### src/rtl/cfgld_pkg.sv
package cfgld_pkg;
  // sequencer states: one open handshake per state
  typedef enum logic [1:0] {
    ST_IDLE  = 2'd0,
    ST_REQ   = 2'd1,
    ST_WAIT  = 2'd2,
    ST_WRITE = 2'd3
  } ld_state_t;

  typedef enum logic {
    PH_SIG = 1'b0,
    PH_REC = 1'b1
  } ld_phase_t;

  localparam logic [7:0] DEF_SIG_BYTE = 8'hA5;
  localparam logic [7:0] DEF_END_BYTE = 8'hFF;
endpackage

### src/rtl/cfgld_trig.sv
// Collects reset causes and the host command into one pending start.
module cfgld_trig (
  input  logic clk,
  input  logic rst_n,
  input  logic por_evt,
  input  logic pin_rst_evt,
  input  logic dig_rst_evt,
  input  logic host_reload,
  input  logic core_busy,
  input  logic consume,
  output logic pend,
  output logic busy
);
  logic cause_any;
  logic host_ok;

  assign cause_any = por_evt | pin_rst_evt | dig_rst_evt;
  assign busy      = core_busy | pend;
  // host command only counts when nothing runs or waits
  assign host_ok   = host_reload & ~busy;

  always_ff @(posedge clk or negedge rst_n) begin
    if (!rst_n)                    pend <= 1'b0;
    else if (cause_any || host_ok) pend <= 1'b1;
    else if (consume)              pend <= 1'b0;
  end
endmodule

### src/rtl/cfgld_geom.sv
// Captures the straps at load start and bounds the address space.
module cfgld_geom #(
  parameter int ADDR_W    = 10,
  parameter int MIN_ABITS = 7,
  localparam int ABITS_W  = $clog2(ADDR_W + 1)
) (
  input  logic               clk,
  input  logic               rst_n,
  input  logic               capture,
  input  logic               strap_mw,
  input  logic [1:0]         strap_size,
  input  logic [ADDR_W:0]    cur_addr,
  output logic               eep_mw,
  output logic [ABITS_W-1:0] eep_abits,
  output logic               past_end
);
  always_ff @(posedge clk or negedge rst_n) begin
    if (!rst_n) begin
      eep_mw    <= 1'b0;
      eep_abits <= ABITS_W'(MIN_ABITS);
    end else if (capture) begin
      eep_mw    <= strap_mw;
      eep_abits <= ABITS_W'(MIN_ABITS) + ABITS_W'(strap_size);
    end
  end

  // any bit at or above the captured width means the device is exhausted
  assign past_end = |(cur_addr >> eep_abits);
endmodule

### src/rtl/cfgld_rec.sv
// Assembles one record: an address byte followed by little-endian data lanes.
module cfgld_rec #(
  parameter int DATA_W = 32,
  localparam int LANES = DATA_W / 8,
  localparam int IDX_W = $clog2(LANES + 1)
) (
  input  logic              clk,
  input  logic              rst_n,
  input  logic              we,
  input  logic [IDX_W-1:0]  idx,
  input  logic [7:0]        din,
  output logic [7:0]        rec_addr,
  output logic [DATA_W-1:0] rec_data
);
  always_ff @(posedge clk or negedge rst_n) begin
    if (!rst_n)                       rec_addr <= '0;
    else if (we && idx == IDX_W'(0))  rec_addr <= din;
  end

  for (genvar g = 0; g < LANES; g++) begin : g_lane
    always_ff @(posedge clk or negedge rst_n) begin
      if (!rst_n)                          rec_data[g*8 +: 8] <= '0;
      else if (we && idx == IDX_W'(g + 1)) rec_data[g*8 +: 8] <= din;
    end
  end
endmodule

### src/rtl/cfgld_seq.sv
// Load sequencer: signature check, record walk, write issue, restart.
module cfgld_seq
  import cfgld_pkg::*;
#(
  parameter int         ADDR_W   = 10,
  parameter int         DATA_W   = 32,
  parameter logic [7:0] SIG_BYTE = DEF_SIG_BYTE,
  parameter logic [7:0] END_BYTE = DEF_END_BYTE,
  localparam int LANES = DATA_W / 8,
  localparam int IDX_W = $clog2(LANES + 1)
) (
  input  logic             clk,
  input  logic             rst_n,
  input  logic             pend,
  input  logic             past_end,
  output logic             start_now,
  output logic             core_busy,
  output logic [ADDR_W:0]  cur_addr,
  output logic [IDX_W-1:0] idx,
  output logic             rec_we,
  output logic             rd_req_valid,
  input  logic             rd_req_ready,
  input  logic             rd_rsp_valid,
  output logic             rd_rsp_ready,
  input  logic [7:0]       rd_rsp_data,
  input  logic             rd_rsp_timeout,
  output logic             wr_valid,
  input  logic             wr_ready,
  output logic             stat_loaded,
  output logic             stat_timeout
);
  ld_state_t st;
  ld_phase_t phase;
  logic      rsp_fire;
  logic      take;
  logic      last_lane;

  assign rsp_fire  = (st == ST_WAIT) && rd_rsp_valid;
  // a pending start is taken only where no handshake is left open
  assign start_now = pend && ((st == ST_IDLE) || rsp_fire ||
                              ((st == ST_WRITE) && wr_ready));
  assign take      = rsp_fire && !pend && !rd_rsp_timeout;
  assign rec_we    = take && (phase == PH_REC);
  assign last_lane = (idx == IDX_W'(LANES));

  assign core_busy    = (st != ST_IDLE);
  assign rd_req_valid = (st == ST_REQ) && !past_end;
  assign rd_rsp_ready = (st == ST_WAIT);
  assign wr_valid     = (st == ST_WRITE);

  always_ff @(posedge clk or negedge rst_n) begin
    if (!rst_n) begin
      st           <= ST_IDLE;
      phase        <= PH_SIG;
      cur_addr     <= '0;
      idx          <= '0;
      stat_loaded  <= 1'b0;
      stat_timeout <= 1'b0;
    end else if (start_now) begin
      st           <= ST_REQ;
      phase        <= PH_SIG;
      cur_addr     <= '0;
      idx          <= '0;
      stat_loaded  <= 1'b0;
      stat_timeout <= 1'b0;
    end else begin
      case (st)
        ST_REQ: begin
          if (past_end) begin
            // device exhausted: a partial record is dropped
            st          <= ST_IDLE;
            stat_loaded <= 1'b1;
          end else if (rd_req_ready) begin
            st <= ST_WAIT;
          end
        end
        ST_WAIT: begin
          if (rd_rsp_valid) begin
            if (rd_rsp_timeout) begin
              st           <= ST_IDLE;
              stat_timeout <= 1'b1;
            end else begin
              cur_addr <= cur_addr + 1'b1;
              if (phase == PH_SIG) begin
                if (rd_rsp_data == SIG_BYTE) begin
                  phase <= PH_REC;
                  st    <= ST_REQ;
                end else begin
                  st <= ST_IDLE;
                end
              end else if (idx == '0 && rd_rsp_data == END_BYTE) begin
                st          <= ST_IDLE;
                stat_loaded <= 1'b1;
              end else if (last_lane) begin
                idx <= '0;
                st  <= ST_WRITE;
              end else begin
                idx <= idx + 1'b1;
                st  <= ST_REQ;
              end
            end
          end
        end
        ST_WRITE: begin
          if (wr_ready) st <= ST_REQ;
        end
        default: st <= ST_IDLE;
      endcase
    end
  end
endmodule

### src/rtl/cfgld_top.sv
module cfgld_top
  import cfgld_pkg::*;
#(
  parameter int         ADDR_W    = 10,
  parameter int         DATA_W    = 32,
  parameter int         MIN_ABITS = 7,
  parameter logic [7:0] SIG_BYTE  = DEF_SIG_BYTE,
  parameter logic [7:0] END_BYTE  = DEF_END_BYTE,
  localparam int ABITS_W = $clog2(ADDR_W + 1),
  localparam int IDX_W   = $clog2(DATA_W / 8 + 1)
) (
  input  logic               clk,
  input  logic               rst_n,
  input  logic               por_evt,
  input  logic               pin_rst_evt,
  input  logic               dig_rst_evt,
  input  logic               strap_mw,
  input  logic [1:0]         strap_size,
  input  logic               host_reload,
  output logic               cmd_busy,
  output logic               stat_loaded,
  output logic               stat_timeout,
  output logic               eep_mw,
  output logic [ABITS_W-1:0] eep_abits,
  output logic               rd_req_valid,
  input  logic               rd_req_ready,
  output logic [ADDR_W-1:0]  rd_req_addr,
  input  logic               rd_rsp_valid,
  output logic               rd_rsp_ready,
  input  logic [7:0]         rd_rsp_data,
  input  logic               rd_rsp_timeout,
  output logic               wr_valid,
  input  logic               wr_ready,
  output logic [7:0]         wr_addr,
  output logic [DATA_W-1:0]  wr_data
);
  logic             pend;
  logic             start_now;
  logic             core_busy;
  logic             past_end;
  logic             rec_we;
  logic [ADDR_W:0]  cur_addr;
  logic [IDX_W-1:0] idx;

  cfgld_trig i_trig (
    .clk         (clk),
    .rst_n       (rst_n),
    .por_evt     (por_evt),
    .pin_rst_evt (pin_rst_evt),
    .dig_rst_evt (dig_rst_evt),
    .host_reload (host_reload),
    .core_busy   (core_busy),
    .consume     (start_now),
    .pend        (pend),
    .busy        (cmd_busy)
  );

  cfgld_geom #(.ADDR_W(ADDR_W), .MIN_ABITS(MIN_ABITS)) i_geom (
    .clk        (clk),
    .rst_n      (rst_n),
    .capture    (start_now),
    .strap_mw   (strap_mw),
    .strap_size (strap_size),
    .cur_addr   (cur_addr),
    .eep_mw     (eep_mw),
    .eep_abits  (eep_abits),
    .past_end   (past_end)
  );

  cfgld_seq #(
    .ADDR_W(ADDR_W), .DATA_W(DATA_W), .SIG_BYTE(SIG_BYTE), .END_BYTE(END_BYTE)
  ) i_seq (
    .clk            (clk),
    .rst_n          (rst_n),
    .pend           (pend),
    .past_end       (past_end),
    .start_now      (start_now),
    .core_busy      (core_busy),
    .cur_addr       (cur_addr),
    .idx            (idx),
    .rec_we         (rec_we),
    .rd_req_valid   (rd_req_valid),
    .rd_req_ready   (rd_req_ready),
    .rd_rsp_valid   (rd_rsp_valid),
    .rd_rsp_ready   (rd_rsp_ready),
    .rd_rsp_data    (rd_rsp_data),
    .rd_rsp_timeout (rd_rsp_timeout),
    .wr_valid       (wr_valid),
    .wr_ready       (wr_ready),
    .stat_loaded    (stat_loaded),
    .stat_timeout   (stat_timeout)
  );

  cfgld_rec #(.DATA_W(DATA_W)) i_rec (
    .clk      (clk),
    .rst_n    (rst_n),
    .we       (rec_we),
    .idx      (idx),
    .din      (rd_rsp_data),
    .rec_addr (wr_addr),
    .rec_data (wr_data)
  );

  assign rd_req_addr = cur_addr[ADDR_W-1:0];
endmodule

### config.mk
export PLATFORM = sky130hd
export DESIGN_NAME = cfgld_top
export DESIGN_NICKNAME = d
export VERILOG_FILES = /design/src/rtl/cfgld_pkg.sv /design/src/rtl/cfgld_trig.sv /design/src/rtl/cfgld_geom.sv /design/src/rtl/cfgld_rec.sv /design/src/rtl/cfgld_seq.sv /design/src/rtl/cfgld_top.sv
export SDC_FILE = /design/constraint.sdc
export NUM_CORES = 1
export LEC_CHECK = 0
export BUFFER_PORTS_ARGS = -buffer_cell sky130_fd_sc_hd__buf_2
export CELL_PAD_IN_SITES_DETAIL_PLACEMENT = 0
export CELL_PAD_IN_SITES_GLOBAL_PLACEMENT = 2
export CORE_UTILIZATION = 37
export CTS_BUF_LIST = sky130_fd_sc_hd__clkbuf_4
export CTS_CLUSTER_SIZE = 24
export DETAILED_ROUTE_END_ITERATION = 8
export PLACE_DENSITY_LB_ADDON = 0.2
export SLEW_MARGIN = 25
export SYNTH_ARGS = -nofsm -noshare
export SYNTH_HDL_FRONTEND = slang
export SYNTH_SLANG_ARGS = --single-unit
### constraint.sdc
create_clock -name clk -period 3.2 [get_ports clk]
set_clock_uncertainty 0.1 [all_clocks]
set_input_delay 0.48 -clock clk [delete_from_list [all_inputs] [get_ports clk]]
set_output_delay 0.48 -clock clk [all_outputs]
set_load 0.05 [all_outputs]
==> run metrics <==
pin count of the biggest net entering global routing=37; RSZ-0062 raised after global routing=no; layout cells sized above 1=0.416; CTS buffer count=9; PD cells=608 mW/mm²; Post-synth top cells=dfrtp_1 (62), mux2_2 (40), nand2_1 (24); Crit Path Class=flip-flop to output port; post-synthesis net count=291; gpl congestion=0.751; Yosys warnings=0; Root Buffer=clkbuf_4; slowest CP cell=dfrtp_1; PostCTS Resize Cnt=0; Horiz. Die Dim=93.2 µm; cell chain of the critical path=nor2b_1 -> o2111a_1 -> a31oi_1 -> nor3_1 -> buf_2; hpwl dp=5310 µm; post-route ant nets=0; first-pass GRT wire length=12000 µm; Syn Area/Cell=11.7 µm²; top post-synthesis cells by area=dfrtp_1 (50%), mux2_2 (15%), nand2_1 (2.9%); Post-CTS Setup Bufs=0; total core area=0.00789 mm²; FF+latch count, synth=65; die height=93.2 µm; relative slew slack=0.531; CTS clk-pin slew, worst paths=110 ps; Crit path max-delay family=simple AND/OR/NAND/NOR gates; status=finished, final reports clean; maximum VDD drop=0.292 mV; crit-path max FO=13; H-Tree Depth=3; R2R depth=4; drc violations=0; final-report hold violation count=0; worst slew pin tran=704 ps; design area=0.00370 mm²; Buf+Inv Stages, Crit Path=1; Tmin final=2880 ps; Initial Utilization=0.391; Synth Cell Area=0.00308 mm²; Fin Setup TNS=0 ps; startpoint types=flip-flop; Yosys cell types=51; Leak=0.00193 µW; antenna violations before repair=0; final core utilization=0.469; Vias=2311; Tot Pwr=2250 µW; CTS Buffer Depth=2; Num Clock Sinks=65; most numerous cell in the Yosys netlist=dfrtp_1; Peak Freq=348 MHz; I/O Pins=82; critical path endpoint category=output port; Die ar.=0.00869 mm²; Area Overhead vs Synth=20.1%; final global-route overflow total=0; PortBufs=81; row cnt=32; Period Utilization, post-route=0.899; # diodes=0; Top FF cell, synth=dfrtp_1; Crit path arrival time=2300 ps; Clk Latency, worst-skew pair=400 ps; worst min-delay path class=primary input to asynchronous set/reset pin; number of enable flip-flop cells after synthesis=0; Final Max Slew Viols=0; Slowest Stage Delay on Critical Path=570 ps; Max Cap Violations=0; Stages on worst setup path=5; CP required=2620 ps; Mapped Cells=263; FFs w/ async S/R, synth=1.00; placement-stage cell area=0.00355 mm²; initial DRC count=77; via density per instance=5.16; wire length per cell=16.1 µm; vias in the first global route=2311; Final Setup Violations=0; leading area contributor after synthesis=dfrtp_1; GRT Resource Usage Total=0.183; share of the synthesized area in the top cell type=0.504; nets=370; post-synthesis sequential area ratio=0.529; hold buffers post-CTS=0; Detailed Route WL=7230 µm; drt pass-1 iters=4; TritonCTS clock tree=done
[final cells by class]
| class | instances | area (µm²) |
|---|---|---|
| fill | 777 | 4190 |
| sequential | 65 | 1630 |
| multi-input combinational | 172 | 1310 |
| timing repair buffer | 84 | 440 |
| tap | 102 | 128 |
| clock inverter | 6 | 83.8 |
| clock buffer | 9 | 67.6 |
| inverter | 10 | 37.5 |
[placed cells by master, fill, tap and decap left out, drive strengths merged, types with 3 or more instances in the layout]
master / instances
a2111oi: 4
a211oi: 4
a21oi: 8
and2: 3
buf: 84
clkbuf: 9
clkinv: 3
dfrtp: 62
dfstp: 3
ha: 7
inv: 10
mux2: 40
mux2i: 3
nand2: 24
nand3: 4
nand4: 6
nor2: 14
nor2b: 7
nor3: 4
o21ai: 5
or3: 3
xnor2: 6
[layer usage]
metal	vias up	track usage	wire (µm)	part of all wire
met5	-	0	0	0
met4	0	0.0423	71	0.0098
met3	6	0.0577	406	0.056
met2	60	0.281	3250	0.45
met1	1148	0.252	3500	0.48
li1	1097	-	-	-
[path summary, 6_finish.rpt]
path	from	end	slack (ps)
setup / recovery	i_seq.st[0]	rd_req_valid	320
hold / removal	rst_n	i_rec.rec_addr[0]	10
setup reg to reg	i_seq.st[0]	i_rec.rec_data[17]	920
hold reg to reg	i_geom.eep_mw	i_geom.eep_mw	400
max in group asynchronous	rst_n	i_rec.rec_data[24]	2350
min in group clk	strap_size[0]	i_geom.eep_abits[0]	160
[metrics by stage]
step | hold slack [ps] | cells | worst slack, ps
3_3_place_gp | 367 | 433 | 801
3_5_place_dp | 370 | 433 | 770
2_1_floorplan | 84.4 | 263 | 251
6_report | 13.3 | 448 | 325
5_1_grt | 37.4 | 448 | 179
4_1_cts | 9.71 | 448 | 307
[sequential cells by signal, summed over array words and instances, names as in the netlist, 2 cells and up]
register / cells
i_seq.idx: 3
i_rec.rec_addr: 8
i_seq.st: 2
i_seq.cur_addr: 11
i_rec.rec_data: 32
i_geom.eep_abits: 4
[worst register-to-register path, stage by stage, from the launching register on]
cell      delay (ps)
dfrtp_1          520
nor4bb_1         430
buf_4            250
nand4_1          430
mux2_2           440
[power breakdown]
group	leakage, µW	total (µW)	switching, µW	internal [µW]
clock network	0.0000771	604	295	309
logic	0.000971	667	482	185
registers	0.000882	976	86.6	889
total	0.00193	2250	864	1380
[cells by family after synthesis]
kind of cell               Yosys count  share of synthesized area
AOI/OAI and AO/OA                   40                     0.0983
xor gates and xnor gates             8                     0.0227
adders and majority gates            7                     0.0284
buffers and inverters               26                     0.0451
DFF                                 65                      0.529
muxes                               43                      0.156
and+or+nand+nor                     74                      0.120
Power figures use the tool's default switching activity.
